===== src/rtl/cks_pkg.sv =====
package cks_pkg;

    localparam int SUM_W = 16;

    typedef struct packed {
        logic             busy;
        logic             prot;
        logic [SUM_W-1:0] acc;
        logic [SUM_W-1:0] base;
        logic [SUM_W-1:0] csum;
        logic             done;
    } cks_state_t;

endpackage


===== src/rtl/cks_id_pack.sv =====
module cks_id_pack #(
    parameter int N_ID  = 4,
    parameter int ID_W  = 12,
    parameter int NIB_W = 4,
    parameter int OUT_W = 16
) (
    input  logic [N_ID*ID_W-1:0] id_words,
    output logic [OUT_W-1:0]     packed_id
);
    localparam int USED_W = N_ID * NIB_W;

    logic [USED_W-1:0] nibbles;

    // id0 lands in the most significant nibble
    for (genvar i = 0; i < N_ID; i++) begin : g_nib
        assign nibbles[USED_W-1-i*NIB_W -: NIB_W] = id_words[i*ID_W +: NIB_W];
    end

    if (USED_W >= OUT_W) begin : g_trunc
        assign packed_id = nibbles[OUT_W-1:0];
    end else begin : g_ext
        assign packed_id = {{(OUT_W-USED_W){1'b0}}, nibbles};
    end
endmodule


===== src/rtl/cks_base_term.sv =====
module cks_base_term #(
    parameter int          CFG_W    = 12,
    parameter int          N_ID     = 4,
    parameter int          NIB_W    = 4,
    parameter int          SUM_W    = 16,
    parameter int          CP_BIT   = 4,
    parameter logic [11:0] CFG_MASK = 12'h3FF
) (
    input  logic [CFG_W-1:0]      cfg_word,
    input  logic [N_ID*CFG_W-1:0] id_words,
    output logic                  prot,
    output logic [SUM_W-1:0]      base
);
    logic [SUM_W-1:0] packed_id;
    logic [CFG_W-1:0] cfg_masked;

    cks_id_pack #(
        .N_ID (N_ID),
        .ID_W (CFG_W),
        .NIB_W(NIB_W),
        .OUT_W(SUM_W)
    ) u_pack (
        .id_words (id_words),
        .packed_id(packed_id)
    );

    always_comb begin
        prot       = ~cfg_word[CP_BIT];
        cfg_masked = cfg_word & CFG_MASK[CFG_W-1:0];
        base       = {{(SUM_W-CFG_W){1'b0}}, cfg_masked};
        if (prot) begin
            base = base + packed_id;
        end
    end
endmodule


===== src/rtl/cks_window.sv =====
module cks_window #(
    parameter int ADDR_W    = 12,
    parameter int DATA_W    = 12,
    parameter int SUM_W     = 16,
    parameter int PROT_LAST = 'h03F,
    parameter int OPEN_LAST = 'h7FE
) (
    input  logic              prot,
    input  logic [ADDR_W-1:0] addr,
    input  logic [DATA_W-1:0] data,
    output logic              in_range,
    output logic [SUM_W-1:0]  term
);
    localparam logic [ADDR_W-1:0] PROT_LIM = PROT_LAST[ADDR_W-1:0];
    localparam logic [ADDR_W-1:0] OPEN_LIM = OPEN_LAST[ADDR_W-1:0];

    always_comb begin
        in_range = prot ? (addr <= PROT_LIM) : (addr <= OPEN_LIM);
        term     = in_range ? {{(SUM_W-DATA_W){1'b0}}, data} : '0;
    end
endmodule


===== src/rtl/cks_engine.sv =====
module cks_engine
    import cks_pkg::*;
#(
    parameter int          ADDR_W    = 12,
    parameter int          DATA_W    = 12,
    parameter int          CFG_W     = 12,
    parameter int          N_ID      = 4,
    parameter int          NIB_W     = 4,
    parameter int          CP_BIT    = 4,
    parameter int          PROT_LAST = 'h03F,
    parameter int          OPEN_LAST = 'h7FE,
    parameter logic [11:0] CFG_MASK  = 12'h3FF
) (
    input  logic                  clk,
    input  logic                  rst_n,
    input  logic                  start,
    input  logic [CFG_W-1:0]      cfg_word,
    input  logic [N_ID*CFG_W-1:0] id_words,
    input  logic                  word_valid,
    input  logic                  word_last,
    input  logic [ADDR_W-1:0]     word_addr,
    input  logic [DATA_W-1:0]     word_data,
    output logic [SUM_W-1:0]      csum,
    output logic                  done
);
    localparam logic [ADDR_W-1:0] PROT_LIM = PROT_LAST[ADDR_W-1:0];

    cks_state_t st_d, st_q;

    logic             prot_w;
    logic [SUM_W-1:0] base_w;
    logic             in_range_w;
    logic [SUM_W-1:0] term_w;
    logic [SUM_W-1:0] acc_next;
    logic             accept;

    cks_base_term #(
        .CFG_W   (CFG_W),
        .N_ID    (N_ID),
        .NIB_W   (NIB_W),
        .SUM_W   (SUM_W),
        .CP_BIT  (CP_BIT),
        .CFG_MASK(CFG_MASK)
    ) u_base (
        .cfg_word(cfg_word),
        .id_words(id_words),
        .prot    (prot_w),
        .base    (base_w)
    );

    cks_window #(
        .ADDR_W   (ADDR_W),
        .DATA_W   (DATA_W),
        .SUM_W    (SUM_W),
        .PROT_LAST(PROT_LAST),
        .OPEN_LAST(OPEN_LAST)
    ) u_win (
        .prot    (st_q.prot),
        .addr    (word_addr),
        .data    (word_data),
        .in_range(in_range_w),
        .term    (term_w)
    );

    assign accept   = word_valid && st_q.busy && !start;
    assign acc_next = st_q.acc + term_w;

    always_comb begin
        st_d      = st_q;
        st_d.done = 1'b0;
        if (start) begin
            st_d.busy = 1'b1;
            st_d.acc  = '0;
            st_d.prot = prot_w;
            st_d.base = base_w;
        end else if (accept) begin
            st_d.acc = acc_next;
            if (word_last) begin
                st_d.busy = 1'b0;
                st_d.csum = acc_next + st_q.base;
                st_d.done = 1'b1;
            end
        end
    end

    always_ff @(posedge clk or negedge rst_n) begin
        if (!rst_n) begin
            st_q <= '0;
        end else begin
            st_q <= st_d;
        end
    end

    assign csum = st_q.csum;
    assign done = st_q.done;

    // done only ever follows an accepted closing word
    p_done_after_last_r7: assert property (@(posedge clk) disable iff (!rst_n)
        done |-> $past(word_valid && word_last && st_q.busy && !start));

    p_done_single_r7: assert property (@(posedge clk) disable iff (!rst_n)
        done |=> !done);

    p_csum_hold_r7: assert property (@(posedge clk) disable iff (!rst_n)
        !done |-> $stable(csum));

    p_idle_hold_r8: assert property (@(posedge clk) disable iff (!rst_n)
        (!st_q.busy && !start) |=> $stable(st_q.acc));

    p_start_clears_r8: assert property (@(posedge clk) disable iff (!rst_n)
        start |=> (st_q.busy && st_q.acc == '0));

    p_prot_window_r6: assert property (@(posedge clk) disable iff (!rst_n)
        (st_q.busy && st_q.prot && word_valid && !start && word_addr > PROT_LIM)
        |=> $stable(st_q.acc));

    p_mode_locked_r9: assert property (@(posedge clk) disable iff (!rst_n)
        (st_q.busy && !start) |=> $stable(st_q.prot) && $stable(st_q.base));
endmodule


===== config.mk =====
export PLATFORM = sky130hd
export DESIGN_NAME = cks_engine
export DESIGN_NICKNAME = d
export VERILOG_FILES = /design/src/rtl/cks_pkg.sv /design/src/rtl/cks_id_pack.sv /design/src/rtl/cks_base_term.sv /design/src/rtl/cks_window.sv /design/src/rtl/cks_engine.sv
export SDC_FILE = /design/constraint.sdc
export NUM_CORES = 1
export LEC_CHECK = 0
export ABC_AREA = 1
export BUFFER_PORTS_ARGS = -buffer_cell sky130_fd_sc_hd__buf_2
export CAP_MARGIN = 20
export CORE_ASPECT_RATIO = 0.8
export CORE_MARGIN = 2
export CORE_UTILIZATION = 35
export CTS_CLUSTER_DIAMETER = 50
export DETAILED_ROUTE_END_ITERATION = 8
export SLEW_MARGIN = 5
export SYNTH_ARGS = -nofsm -noshare
export SYNTH_HDL_FRONTEND = slang
export SYNTH_SLANG_ARGS = --single-unit

===== constraint.sdc =====
create_clock -name clk -period 4.5 [get_ports clk]
set_clock_uncertainty 0.05 [all_clocks]
set_input_delay 0.9 -clock clk [delete_from_list [all_inputs] [get_ports clk]]
set_output_delay 0.9 -clock clk [all_outputs]
set_load 0.03 [all_outputs]

== After elaboration in Yosys (flattened, before gate mapping) ==
Cells that the tools add are included.

* Reductions and logical operators: 7
* Order comparisons: 2
* Mux-type cells: 11
* $add $sub $neg: 3
* Bitwise gates (word level): 2

{| class="wikitable"
|+ Operators by type and width
! cell !! count
|-
| 16-bit 2-to-1 mux || 3
|-
| 16-bit adder || 2
|-
| 10-bit by 16-bit adder with 16-bit output || 1
|-
| 12-bit by 11-bit less-or-equal comparator with 1-bit output, second input constant || 1
|-
| 12-bit by 6-bit less-or-equal comparator with 1-bit output, second input constant || 1
|-
| 12-bit 2-to-1 mux || 1
|-
| 1-bit 2-to-1 mux || 7
|-
| 2-bit nonzero test || 2
|-
| 3-bit AND reduction || 1
|-
| 1-bit logical AND || 2
|-
| 1-bit inverter || 2
|-
| 2-bit AND reduction || 1
|-
| 1-bit zero test || 1
|}

* Logic and storage cells: 31
* Output and inout bits: 17
* Bits in registers: 51
* Bits of input ports: 89

== Longest topological paths before layout ==
Gate-level depths: netlist of the first run.

* Depth after elaboration: 6
* Depth in mapped cells: 27

== Cells and area by module ==
Synthesis of the first run repeated with hierarchy kept, for this count alone.

* Cell total of the unflattened synthesis: 739
* Area total of the unflattened synthesis: 4968.5 µm²

{| class="wikitable"
|+ Modules (own cells, without submodules)
! module !! cells each !! times used !! area an instance (µm²)
|-
| cks_engine || 475 || 1 || 3653.5
|-
| cks_base_term || 200 || 1 || 955.9
|-
| cks_window || 48 || 1 || 239.0
|-
| cks_id_pack || 16 || 1 || 120.1
|}

== Least setup slack after synthesis of the first run ==
Ideal clock, no wire load.

* Kind: input-to-reg
* From: input word_addr[9]
* To: register st_q, in the netlist csum[15]
* Slack: 0.355 ns
* Required time: 4.333 ns
* Arrival: 3.977 ns
* Cell stages on the path: 24
* Cells stage by stage: or4_4 o21ai_2 nand3b_2 buf_6 nor2_2 ha_1 a21oi_1 nand2_1 nand2_1 nand3_1 nand2_1 nor2_1 nand3_1 nand3_1 and2_1 ha_1 inv_1 nor3_1 and2_1 nand2_1 nand3b_1 nand3_1 nand3_1 nand2_1

* Longest elaborated chain between the ends: 5

{| class="wikitable"
|+ RTL lines
! item !! RTL line !! text
|-
| start, declared || cks_engine.sv:21 || <nowiki>input logic [ADDR_W-1:0] word_addr,</nowiki>
|-
| 12-bit by 11-bit less-or-equal comparator with 1-bit output / 12-bit by 6-bit less-or-equal comparator with 1-bit output (equally long branches) || cks_window.sv:18 || <nowiki>in_range = prot ? (addr <= PROT_LIM) : (addr <= OPEN_LIM);</nowiki>
|-
| 1-bit 2-to-1 mux (*) || cks_window.sv:18 ||
|-
| 12-bit 2-to-1 mux (*) || cks_window.sv:19 || <nowiki>term = in_range ? {{(SUM_W-DATA_W){1'b0}}, data} : '0;</nowiki>
|-
| 16-bit adder (*) || cks_engine.sv:66 || <nowiki>assign acc_next = st_q.acc + term_w;</nowiki>
|-
| 16-bit adder (*) || cks_engine.sv:80 || <nowiki>st_d.csum = acc_next + st_q.base;</nowiki>
|-
| end signal, assigned || cks_engine.sv:90 || <nowiki>st_q <= st_d;</nowiki>
|-
| end, declared || cks_engine.sv:28 || <nowiki>cks_state_t st_d, st_q;</nowiki>
|}

Mark *: on every way between the ends. The rest lies on a longest branch, timed or not.
A chain may end at the register's enable or synchronous reset.

== Worst setup path after layout of the first run ==
Ends and elaborated chain as after synthesis.

==> results of run 1 <==
## placed cells by master (no fill, tap or decap), types with 14 or more instances in the layout
master	count
a21oi_1	34
buf_2	71
buf_4	42
dfrtp_1	51
ha_1	33
inv_1	71
nand2_1	163
nand3_1	36
nor2_1	29
o21ai_0	39
xor2_1	14
## layer usage
layer / part of all wire, % / global-route usage [%]
met5: 0 / 0
met4: 0.43 / 2.45
met3: 3.8 / 2.47
met2: 42 / 25.6
met1: 54 / 24.6
## registers in the layout (all words and copies together) (netlist names)
signal and flops:
st_q 34, csum 16, done 1
## through the flow
stage | area (um^2) | std cells | utilization, %
6_report | 5340 | 850 | 44.0
5_1_grt | 5340 | 850 | 44.0
4_1_cts | 5150 | 849 | 42.5
3_5_place_dp | 5000 | 841 | 41.3
3_3_place_gp | 5000 | 841 | 41.3
2_1_floorplan | 4310 | 602 | -
## kinds of logic after synthesis
family / share of synthesized area [%]
AND/OR/NAND/NOR: 28.1
buffers and inverters: 10.3
flip-flops: 29.6
AO/OA/AOI/OAI: 14.9
XOR/XNOR: 4.27
adder cells (fa/ha/maj): 12.7
## repair_timing
item                                    in CTS  in global routing
gates resized for setup                      0                 33
buffers inserted                             0                  1
endpoints found under the setup margin       0                 10
endpoints found under the hold margin        0                  0
## power groups by stage
stage	sequential, mW	combinational [mW]	clock (mW)
3_5_place_dp	0.583	0.627	0
2_1_floorplan	0.569	0.477	0
4_1_cts	0.575	0.630	0.405
6_report	0.576	0.650	0.395
5_1_grt	0.586	0.723	0.430
3_3_place_gp	0.581	0.618	0
## critical path, stage by stage
cell and delay [ns]:
buf_2 0.10, or4_4 0.54, o21ai_4 0.16, nand3b_4 0.12
buf_8 0.17, nor2_2 0.08, ha_1 0.26, nand2_1 0.10
inv_1 0.07, a21oi_2 0.14, nand2_1 0.09, nand2_1 0.08
nand3_2 0.08, nand2_1 0.09, nand3_1 0.06, and2_1 0.18
ha_1 0.30, inv_1 0.08, buf_4 0.14, o31ai_2 0.26
nand3b_1 0.16, nand3_1 0.08, nand3_1 0.11, nand2_1 0.06
## final cells by class
cell class | count | area share, %
flip-flops and latches | 51 | 23.9
clock buffers | 5 | 2.34
well taps | 152 | 3.56
clock inverters | 3 | 0.516
inverters | 73 | 5.13
repair buffers | 114 | 12.8
multi-input cells | 452 | 51.7
## how the worst min path moves through the flow
stage / startpoint / endpoint
floorplan: csum[0] / csum[0]
global placement: csum[1] / csum[1]
detailed placement: csum[13] / csum[13]
CTS: csum[13] / csum[13]
global route: csum[12] / csum[12]
finish: csum[13] / csum[13]
==> out/results.tsv, run 1 <==
stage	metric	value	unit
clocking	clk_pin_slew_worst_paths	0.07	ns
finish	num_antenna_cells	0	
min_path	min_path_cells	2	
finish	final_nets	828	
logic_synthesis	avgSynthCellArea	7.16	um^2
logic_synthesis	ys_top_cells_by_count	nand2_1 (166), inv_1 (71), dfrtp_1 (51)	
sta	holdWs	0.426	ns
critical_path	critPathLaunchType	input port	
power_and_ir_drop	p_seq_share	35.5	%
logic_synthesis	synth_top_area_cell	dfrtp_1	
run_status	outcome	finished clean	
critical_path	path_class	input port to flop	
sta	maxSlewHeadroom	57.0	%
route	via_per_inst	4.82	
critical_path	cp.required	4.64	ns
critical_path	cp-startpoint	word_addr[9]	
sta	setup_ws	0.212	ns
logic_synthesis	synth_top_area_share	29.6	%
power_and_ir_drop	power_frac_comb	40.1	%
grt	grt_pass1_vias	3731	
route	drc	0	
sta	min_period	4.29	ns
sta	setup_viol	0	
clocking	cts.htree.levels	2	
power_and_ir_drop	p_int	995	uW
clocking	cts-root-buf	clkbuf_16	
clocking	cts_buffer_depth	2	
place	port_buffers	71	
route	ant_nets	0	
place	gp_congestion	0.957	
logic_synthesis	yosysMostFrequentCell	nand2_1	
die	die_w	128	um
finish	multiInputGateArea	0.00276	mm^2
grt	grt_usage	16.4	%
place	hpwl	8.74	mm
die	die_area	0.0132	mm^2
critical_path	critPathMaxFanout	9	
power_and_ir_drop	p_switching	625	uW
sta	drv_slew	0	
route	drt-total-wl	10.8	mm
finish	drive_above_1_share	23.8	%
critical_path	worstReg2RegStart	st_q[49]	
clocking	cts_tree	done	
power_and_ir_drop	ir_drop	0.000140	V
logic_synthesis	synth_edf_count	0	
critical_path	cp.arrival	4.42	ns
power_and_ir_drop	p_clk_share	24.4	%
critical_path	endpoint	csum[15]	
grt	grt_pass1_wl	17.6	mm
finish	area_growth_syn_to_layout	23.8	%
power_and_ir_drop	p_sw_share	38.6	%
job	maxCapViolations	0	
min_path	min_path_type	flop to flop	
power_and_ir_drop	p_per_area	304	mW/mm^2
finish	seqCellArea	0.00128	mm^2
logic_synthesis	syn_nets	733	
power_and_ir_drop	power.total	1.62	mW
logic_synthesis	ys_seq_area_share	29.6	%
route	vias	4101	
critical_path	reg2reg_to	csum[15]	
die	die_y	103	um
grt	antenna_found_initial	0	
clocking	cts.sinks	51	
clocking	cts_buffers	5	
logic_synthesis	ys_warn_count	0	
place	place_ws	-0.304	ns
sta	tightest_slew	0.645	ns
critical_path	cp-end-kind	flop	
clocking	clk_latency	0.30	ns
route	drt-pass1-iter-count	4	
route	drt_iter0_markers	253	
die	ios	106	
critical_path	r2r_cells	22	
sta	max_freq	233	MHz
critical_path	ff2ff_setup_slack	1.12	ns
power_and_ir_drop	p_leak	2.86	nW
logic_synthesis	ys_ff_latch	51	
grt	grt_max_degree	52	
clocking	cts_hold_buf	0	
die	fp-row-count	36	
route	routedWlPerCell	12.7	um
logic_synthesis	ys_async_sr_fraction	100	%
finish	fillers	1252	
die	start_util	35.6	%
sta	final-hold-violation-count	0	
die	core	0.0121	mm^2
logic_synthesis	yosys_most_used_dff	dfrtp_1	
sta	period_share	95.3	%
sta	tns	0	ns
logic_synthesis	synthCells	602	
logic_synthesis	synth_area	0.00431	mm^2
logic_synthesis	synth.area.top_cells	dfrtp_1 (30%), nand2_1 (14%), ha_1 (11%)	
logic_synthesis	netlist-cell-type-count	42	
grt	grt_overflow	0	
Note: power is estimated with default switching activity, not from simulation.
==> run 2: changes to the inputs <==
CORE_UTILIZATION = 28   (was 35)
PLACE_DENSITY = 0.53   (was unset)
==> out/results.tsv, run 2 (synthesis gave the netlist of run 1 again) <==
stage	metric	value	unit
critical_path	ff2ff_setup_slack	1.09	ns
power_and_ir_drop	p_per_area	299	mW/mm^2
critical_path	critPathMaxFanout	5	
finish	fin_cells	899	
sta	tightest_slew	0.650	ns
critical_path	reg2reg_to	csum[15]	
critical_path	endpoint	csum[15]	
clocking	cts_buffers	5	
critical_path	critPathLaunchType	input port	
critical_path	crit_top_cell	nand2_1	
finish	fin_util	36.3	%
critical_path	cp-startpoint	word_addr[9]	
finish	final_nets	840	
route	drt-total-wl	11.1	mm
finish	num_antenna_cells	0	
place	dp_cells	889	
min_path	min_path_cells	2	
grt	grt_pass1_vias	3717	
sta	holdWs	0.418	ns
clocking	clk_latency	0.30	ns
die	core	0.0150	mm^2
power_and_ir_drop	p_leak	2.92	nW
grt	antenna_found_initial	0	
sta	maxSlewHeadroom	56.6	%
sta	final-hold-violation-count	0	
grt	grt_pass1_wl	18.5	mm
die	fp-row-count	40	
critical_path	cp_num_cells	24	
min_path	min_path_type	flop to flop	
clocking	cts_tree	done	
finish	final_common_cell	nand2_1	
place	dpl_cell_area	0.00513	mm^2
critical_path	cp-end-kind	flop	
finish	largest_register_ffs	34	
finish	area_growth_syn_to_layout	26.5	%
route	drt_iter0_markers	208	
critical_path	cp_top_family	simple AND/OR/NAND/NOR gates	
die	die_y	115	um
critical_path	worstReg2RegStart	st_q[49]	
critical_path	cp.required	4.63	ns
critical_path	r2r_cells	21	
critical_path	path_class	input port to flop	
finish	largest-register	st_q	
sta	setup_ws	0.217	ns
route	via_per_inst	4.48	
die	die_area	0.0164	mm^2
power_and_ir_drop	ir_drop	0.000105	V
critical_path	slowest_stage	or4_4	
clocking	cts_buffer_depth	2	
sta	drv_slew	0	
route	ant_nets	0	
critical_path	crit_buf_inv	4	
finish	final_area	0.00545	mm^2
finish	layout_common_cells	nand2_1 (161), inv_1 (71), buf_2 (71), buf_4 (54), dfrtp_1 (51)	
critical_path	crit_path_max_incr_delay	0.54	ns
route	routedWlPerCell	12.4	um
clocking	cts.htree.levels	2	
route	drc	0	
grt	grt_overflow	0	
sta	setup_viol	0	
place	place_ws	-0.213	ns
die	die_w	143	um
clocking	cts_hold_buf	0	
place	hpwl	9.27	mm
route	vias	4030	
critical_path	cp.arrival	4.42	ns
route	drt-pass1-iter-count	4	
clocking	cts-root-buf	clkbuf_16	
run_status	outcome	finished clean	
sta	period_share	95.2	%
place	gp_congestion	0.907	
die	ios	106	
finish	drive_above_1_share	25.2	%
grt	grt_usage	14.0	%
clocking	clk_pin_slew_worst_paths	0.07	ns
sta	max_freq	233	MHz
grt	grt_max_degree	31	
job	maxCapViolations	0	
sta	min_period	4.28	ns
critical_path	path_cells	buf_2, or4_4, o21ai_4, nand3b_4, buf_4, nor2_4, ha_1, a21oi_2, nand2_2, nand2_1, nand2_1, nand2_1, nand3_2, nand2_2, nand3_1, and2_1, ha_1, inv_1, buf_4, o31ai_2, nand3b_1, nand3_1, nand3_1, nand2_1	
clocking	cts.sinks	51	
die	start_util	28.7	%
place	port_buffers	71	
-- run 2: cell types whose count changed in the layout (fill, tap and decap cells not counted), sizes merged --
cell,delta
clkinv,-1
buf,+12
inv,+1
-- run 2: how the worst min path moves through the flow --
stage | start | endpoint
floorplan | csum[0] | csum[0]
global placement | csum[0] | csum[0]
CTS | csum[0] | csum[0]
global route | csum[2] | csum[2]
detailed placement | csum[0] | csum[0]
finish | csum[0] | csum[0]
-- run 2: timing repair --
action	4_1_cts	5_1_grt
endpoints found under the setup margin	0	10
gates resized for setup	0	31
setup buffers	0	2
-- run 2: routing by layer --
layer	GRT usage [%]	wire [um]	part of all wire [%]	vias to the layer above
li1	-	-	-	2185
met4	2.77	68	0.61	0
met1	22.0	6020	54	1758
met2	20.1	4530	41	79
met3	2.21	512	4.6	8
met5	0	0	0	-
-- run 2: layout make-up --
class,instances,area (um^2)
clock buffer,5,125
sequential,51,1280
timing repair buffer,126,776
clock inverter,3,25.0
inverter,73,274
fill,1645,9560
tap,189,236
multi-input combinational,452,2740
-- run 2: tightest hold or removal path, cell delays in order, from the launching register on --
cell and delay [ns]:
dfrtp_1 0.34, nand2_1 0.05, nand2_1 0.04
-- run 2: metrics by stage --
step,power (mW),TNS [ns]
detailed placement,1.23,-1.08
floorplan,1.05,0
CTS,1.63,0
global placement,1.23,-1.04
global route,1.76,-0.0440
finish,1.63,0
-- run 2: power breakdown --
part | internal (mW) | switching, mW
Clock | 0.210 | 0.182
Sequential | 0.529 | 0.0459
Combinational | 0.267 | 0.398
Total | 1.01 | 0.625
